File: config.mk
export PLATFORM = sky130hd
export DESIGN_NAME = cmaint_engine
export DESIGN_NICKNAME = d
export VERILOG_FILES = /design/src/rtl/cme_pkg.sv /design/src/rtl/cme_regs.sv /design/src/rtl/cme_walker.sv /design/src/rtl/cmaint_engine.sv
export SDC_FILE = /design/constraint.sdc
export NUM_CORES = 1
export LEC_CHECK = 0
export ABC_AREA = 1
export CORE_ASPECT_RATIO = 0.9
export CORE_UTILIZATION = 35
export CTS_CLUSTER_SIZE = 25
export DETAILED_ROUTE_END_ITERATION = 8
export SYNTH_ARGS = -nofsm -noshare
export SYNTH_HDL_FRONTEND = slang
export SYNTH_SLANG_ARGS = --single-unit
File: constraint.sdc
create_clock -name clk -period 2.1 [get_ports clk]
set_input_delay 0.42 -clock clk [delete_from_list [all_inputs] [get_ports clk]]
set_output_delay 0.42 -clock clk [all_outputs]
set_load 0.05 [all_outputs]
File: src/rtl/cme_pkg.sv
package cme_pkg;
    typedef enum logic [1:0] {
        W_IDLE,
        W_REQ,
        W_STEP
    } walk_state_t;

    localparam logic [15:0] OFS_CTRL     = 16'h5004;
    localparam logic [15:0] OFS_START_LO = 16'h5008;
    localparam logic [15:0] OFS_START_HI = 16'h500C;
    localparam logic [15:0] OFS_LEN_LO   = 16'h5010;
    localparam logic [15:0] OFS_LEN_HI   = 16'h5014;
endpackage

File: src/rtl/cme_regs.sv
module cme_regs
    import cme_pkg::*;
#(
    parameter int DATA_W = 32,
    parameter int BUS_AW = 16,
    localparam int WIDE_W = 2 * DATA_W
) (
    input  logic              clk,
    input  logic              rst_n,
    input  logic              wr,
    input  logic [BUS_AW-1:0] addr,
    input  logic [DATA_W-1:0] wdata,
    output logic [DATA_W-1:0] rdata,
    input  logic              walk_done,
    output logic              go,
    output logic [WIDE_W-1:0] start_q,
    output logic [WIDE_W-1:0] len_q,
    output logic              range_q,
    output logic [1:0]        op_q,
    output logic              busy
);
    logic en_q;

    assign busy = en_q;
    assign go   = wr && !en_q && (addr == BUS_AW'(OFS_CTRL)) && wdata[0];

    always_ff @(posedge clk) begin
        if (!rst_n) begin
            en_q    <= 1'b0;
            range_q <= 1'b0;
            op_q    <= '0;
            start_q <= '0;
            len_q   <= '0;
        end else begin
            if (walk_done) begin
                en_q <= 1'b0;
            end
            if (wr && !en_q) begin
                unique case (addr)
                    BUS_AW'(OFS_CTRL): begin
                        en_q    <= wdata[0];
                        range_q <= wdata[1];
                        op_q    <= wdata[3:2];
                    end
                    BUS_AW'(OFS_START_LO): start_q[DATA_W-1:0]      <= wdata;
                    BUS_AW'(OFS_START_HI): start_q[WIDE_W-1:DATA_W] <= wdata;
                    BUS_AW'(OFS_LEN_LO):   len_q[DATA_W-1:0]        <= wdata;
                    BUS_AW'(OFS_LEN_HI):   len_q[WIDE_W-1:DATA_W]   <= wdata;
                    default: ;
                endcase
            end
        end
    end

    always_comb begin
        rdata = '0;
        unique case (addr)
            BUS_AW'(OFS_CTRL):     rdata = DATA_W'({op_q, range_q, en_q});
            BUS_AW'(OFS_START_LO): rdata = start_q[DATA_W-1:0];
            BUS_AW'(OFS_START_HI): rdata = start_q[WIDE_W-1:DATA_W];
            BUS_AW'(OFS_LEN_LO):   rdata = len_q[DATA_W-1:0];
            BUS_AW'(OFS_LEN_HI):   rdata = len_q[WIDE_W-1:DATA_W];
            default:               rdata = '0;
        endcase
    end

    // the done pulse always clears the busy flag
    a_r5_done_clears: assert property (@(posedge clk) disable iff (!rst_n)
        walk_done |=> !busy);
    // address and length stay frozen while busy
    a_r7_cfg_frozen: assert property (@(posedge clk) disable iff (!rst_n)
        busy |=> ($stable(start_q) && $stable(len_q)));
    // mode and code stay frozen, and busy cannot be dropped by software
    a_r8_ctrl_frozen: assert property (@(posedge clk) disable iff (!rst_n)
        (busy && !walk_done) |=> (busy && $stable(range_q) && $stable(op_q)));
endmodule

File: src/rtl/cme_walker.sv
module cme_walker
    import cme_pkg::*;
#(
    parameter int ADDR_W     = 64,
    parameter int GRAN_BYTES = 128,
    localparam int GRAN_LSB  = $clog2(GRAN_BYTES),
    localparam int IDX_W     = ADDR_W - GRAN_LSB
) (
    input  logic              clk,
    input  logic              rst_n,
    input  logic              go,
    input  logic [ADDR_W-1:0] start_addr,
    input  logic [ADDR_W-1:0] len_m1,
    input  logic              range_mode,
    output logic              done,
    output logic              lkp_req,
    output logic [ADDR_W-1:0] lkp_addr,
    input  logic              lkp_ack
);
    walk_state_t state, nxt;
    logic [IDX_W-1:0] cur_idx, last_idx;
    logic [ADDR_W-1:0] end_addr;
    logic              at_last;

    assign end_addr = start_addr + len_m1;
    assign at_last  = (cur_idx == last_idx);

    // state register
    always_ff @(posedge clk) begin
        if (!rst_n) begin
            state    <= W_IDLE;
            cur_idx  <= '0;
            last_idx <= '0;
        end else begin
            state <= nxt;
            if (state == W_IDLE && go) begin
                cur_idx  <= start_addr[ADDR_W-1:GRAN_LSB];
                last_idx <= range_mode ? end_addr[ADDR_W-1:GRAN_LSB]
                                       : start_addr[ADDR_W-1:GRAN_LSB];
            end else if (state == W_STEP && !at_last) begin
                cur_idx <= cur_idx + 1'b1;
            end
        end
    end

    // next state
    always_comb begin
        nxt = state;
        unique case (state)
            W_IDLE: if (go)      nxt = W_REQ;   // launch
            W_REQ:  if (lkp_ack) nxt = W_STEP;  // granted
            W_STEP: nxt = at_last ? W_IDLE      // finish
                                  : W_REQ;      // advance
            default: nxt = W_IDLE;
        endcase
    end

    // outputs
    always_comb begin
        lkp_req  = (state == W_REQ);
        done     = (state == W_STEP) && at_last;
        lkp_addr = {cur_idx, {GRAN_LSB{1'b0}}};
    end

    // an unacknowledged request is held with a stable address
    a_r6_req_hold: assert property (@(posedge clk) disable iff (!rst_n)
        (lkp_req && !lkp_ack) |=> (lkp_req && $stable(lkp_addr)));
    // a gap cycle follows every acknowledge
    a_r6_gap_after_ack: assert property (@(posedge clk) disable iff (!rst_n)
        (lkp_req && lkp_ack) |=> !lkp_req);
    // successive requests move up by exactly one granule
    a_r3_ascending: assert property (@(posedge clk) disable iff (!rst_n)
        (state == W_STEP && !at_last) |=> (lkp_req && lkp_addr == $past(lkp_addr) + ADDR_W'(GRAN_BYTES)));
endmodule

File: src/rtl/cmaint_engine.sv
module cmaint_engine
    import cme_pkg::*;
#(
    parameter int DATA_W     = 32,
    parameter int BUS_AW     = 16,
    parameter int GRAN_BYTES = 128,
    localparam int ADDR_W    = 2 * DATA_W
) (
    input  logic              clk,
    input  logic              rst_n,
    input  logic              bus_wr,
    input  logic [BUS_AW-1:0] bus_addr,
    input  logic [DATA_W-1:0] bus_wdata,
    output logic [DATA_W-1:0] bus_rdata,
    output logic              lkp_req,
    output logic [ADDR_W-1:0] lkp_addr,
    output logic [1:0]        lkp_op,
    input  logic              lkp_ack
);
    logic              go, walk_done, range_q, busy;
    logic [1:0]        op_q;
    logic [ADDR_W-1:0] start_q, len_q;

    cme_regs #(.DATA_W(DATA_W), .BUS_AW(BUS_AW)) u_regs (
        .clk(clk), .rst_n(rst_n),
        .wr(bus_wr), .addr(bus_addr), .wdata(bus_wdata), .rdata(bus_rdata),
        .walk_done(walk_done), .go(go),
        .start_q(start_q), .len_q(len_q), .range_q(range_q), .op_q(op_q),
        .busy(busy)
    );

    cme_walker #(.ADDR_W(ADDR_W), .GRAN_BYTES(GRAN_BYTES)) u_walker (
        .clk(clk), .rst_n(rst_n),
        .go(go), .start_addr(bus_wdata_start(start_q)), .len_m1(len_q),
        .range_mode(bus_wdata[1]), .done(walk_done),
        .lkp_req(lkp_req), .lkp_addr(lkp_addr), .lkp_ack(lkp_ack)
    );

    function automatic logic [ADDR_W-1:0] bus_wdata_start(input logic [ADDR_W-1:0] s);
        return s;
    endfunction

    assign lkp_op = op_q;

    // the code on the port does not change during a walk
    a_r10_op_stable: assert property (@(posedge clk) disable iff (!rst_n)
        (lkp_req && $past(busy)) |-> $stable(lkp_op));
    // a request is only raised while the busy bit is set
    a_r5_req_busy: assert property (@(posedge clk) disable iff (!rst_n)
        lkp_req |-> busy);
endmodule

==> impl_metrics.ini, run 1 <==
[sta]
period_minus_slack_ns = 2.663
fmax_mhz = 375.6
finalHoldViolCount = 0
drv_slew = 0
relSlewSlack_pct = 63.17
fin_ws_ns = -0.5626
finalSetupViolCount = 143
setup_tns_ns = -23.60
grt_setup_unrepaired = true
tightest_slew_ns = 0.5507
fin_crit_sh_pct = 126.8
finClkSkew_ns = 0.03512

[clocking]
cts.clk_slew.worst_paths_ns = 0.06
cts_htree_levels = 1
numCtsBuffers = 27
clkLatencyLatePin_ns = 0.58
cts_sinks = 248
hold_buffers = 0
ctsRootBufferMaster = clkbuf_16
cts_tree = done
cts_buffer_depth = 3

[detailed_routing]
ant_nets = 0
drt-pass1-iter-count = 7
wl_um = 104800
viasPerCell = 5.381
drt-initial-drc-count = 2792
vias = 24640
routedWlPerCell_um = 22.88
drc = 26

[logic_synthesis]
synthMostInstantiatedCell = nand2_1
ys_top_cells_by_area = dfxtp_1, nand2_1, inv_1
avgSynthCellArea_um2 = 5.827
synth_ff_type = dfxtp_1
yosysTopAreaCell = dfxtp_1
synth_cells = 3244
synth_seq_area_share_pct = 26.26
synth_edf_count = 0
synth.distinct_cells = 40
synth_top_area_share_pct = 26.26
yosys_warnings = 0
synth_area_um2 = 18900
ys_ff_latch = 248
async_flop_share_pct = 0
synth_common_cells = nand2_1, inv_1, nor2_1

[floorplan]
start_util_pct = 35.57
die_w_um = 247.0
die-area_um2 = 54950
row_count = 80
boundaryPins = 151
core-area_um2 = 53150
die_y_um = 222.5

[finish]
antenna_cells = 0
drive_above_1_share_pct = 41.41
fin_cells = 4580
finish.instance_area_um2 = 32010
final_nets = 3980
seqCellArea_um2 = 5147
fillers = 4767
synthToLayoutAreaGrowth_pct = 69.33
multi_input_area_um2 = 15750

[grt]
grt_pass1_vias = 21920
grt_pass1_wl_um = 142700
grt_overflow = 0
antenna_found_initial = 0
grt_max_degree = 47
track_usage_pct = 35.20

[power_and_ir_drop]
leakagePower_nw = 14.29
power_density_nw_per_um2 = 319.5
p_total_mw = 10.23
irDropWorstVdd_mv = 0.6058

[setup_path]
required_ns = 1.68
path_max_fanout = 6
crit_type = input port to primary output
end_kind = primary output
crit_arrival_ns = 2.24
r2r-start = u_walker.cur_idx[38]$_SDFFE_PN0P_
crit_start = bus_addr[9]
cp-start-kind = input port

[job]
drv_cap = 0

[run_status]
violations = DRC, setup timing
outcome = complete, but fails checks

[min_path]
hp-class = input port to flip-flop
min_from = bus_wdata[1]

[place]
io_buffers = 143
dp_cells = 4440
hpwl_um = 76440
dp_slack_ns = -0.9100
placed_area_um2 = 25130
gp_congestion = 1.009
[cell families (layout without fill, tap and decap cells)]
| logic type | count (synthesis) | after routing | share of synthesized area [%] |
|---|---|---|---|
| AO/OA/AOI/OAI | 544 | 544 | 16.59 |
| XOR/XNOR | 105 | 105 | 4.865 |
| adder cells (fa/ha/maj) | 63 | 63 | 4.170 |
| buffers and inverters | 686 | 1317 | 13.96 |
| flip-flops | 248 | 248 | 26.26 |
| other | 1 | 7 | 0.01984 |
| AND/OR/NAND/NOR | 1597 | 1599 | 34.13 |
[per-layer routing]
layer	GRT usage [%]	share of wire (%)
met1	50.18	42
met3	9.663	13
met4	13.10	4.7
met2	49.70	40
met5	0	0
[report_power, final]
part	switching (mW)	internal [mW]
Clock	2.16	2.81
Combinational	0.382	0.204
Sequential	0.0000577	4.68
Total	2.54	7.69
[sequential cells by signal (all words and copies together) (netlist names)]
name and cells:
u_walker.state 2, u_regs.range_q 1, u_walker.cur_idx 57, u_regs.start_q 64, u_regs.op_q 2, u_walker.last_idx 57
u_regs.len_q 64, u_regs.busy 1
[cell usage in the layout, fill, tap and decap left out, types with 17 or more instances in the layout]
cell type          n
o21ai_1           44
inv_2             31
dfxtp_2           89
buf_4            477
buf_12            76
o21ai_4           24
nand2_4           64
xor2_1            43
dfxtp_1          140
a21oi_2          146
nor3_2            18
dlygate4sd2_1     24
a21oi_4           17
nand2_2          156
nand3_2           61
clkbuf_16         38
nor2_4            43
nand2_1          739
nand4_1           29
buf_8             17
o21ai_2           32
nand3_4           30
nor3_1            22
inv_1            517
a211oi_1         118
clkdlybuf4s50_1   34
ha_4              53
nand3_1           97
o21ai_0           31
a21oi_1           77
dfxtp_4           19
nor2_2            55
buf_6             55
xnor2_1           47
nor2_1           265
[critical path: stages]
cell       delay [ns]
buf_2            0.12
nor2_4           0.08
nand4_1          0.14
buf_4            0.18
nor3_4           0.27
nand2_2          0.12
nor2_4           0.18
buf_12           0.15
a2111oi_4        0.04
buf_12           0.17
nor2_4           0.17
buf_6            0.18
[layout make-up]
type | count | share of cell area (%)
flip-flops and latches | 248 | 16.08
clock inverters | 11 | 0.3557
clock buffers | 36 | 2.404
inverters | 556 | 6.660
well taps | 697 | 2.724
repair buffers | 714 | 22.56
multi-input cells | 2318 | 49.21
[per-stage QoR]
stage          utilization, %  hold slack [ns]
3_5_place_dp            47.28           0.4662
4_1_cts                 54.20           0.2099
3_3_place_gp            47.28           0.4618
5_1_grt                 60.23           0.2290
2_1_floorplan               -           0.4496
6_report                60.23           0.2167
[final timing paths]
check	to	slack, ns	cells after the start
setup / recovery	bus_rdata[29]	-0.56	12
hold / removal	u_regs.len_q[33]$_SDFFE_PN0P_	0.22	3
setup reg to reg	u_walker.cur_idx[9]$_SDFFE_PN0P_	-0.12	15
hold reg to reg	u_regs.busy$_SDFF_PN0_	0.48	2
[what timing repair did]
item,CTS,global route
setup endpoints to repair,156,174
resized for setup,528,793
gates cloned,18,16
pin swaps,65,203
buffers inserted,60,23
hold endpoints to repair,0,0
Note: power is estimated with default switching activity, not from simulation.
==> inputs of run 2 (changes only) <==
Settings changed: SLEW_MARGIN set to 30.
==> results of run 2 <==
The final DEF is identical to that of run 1; final timing and power are the same.
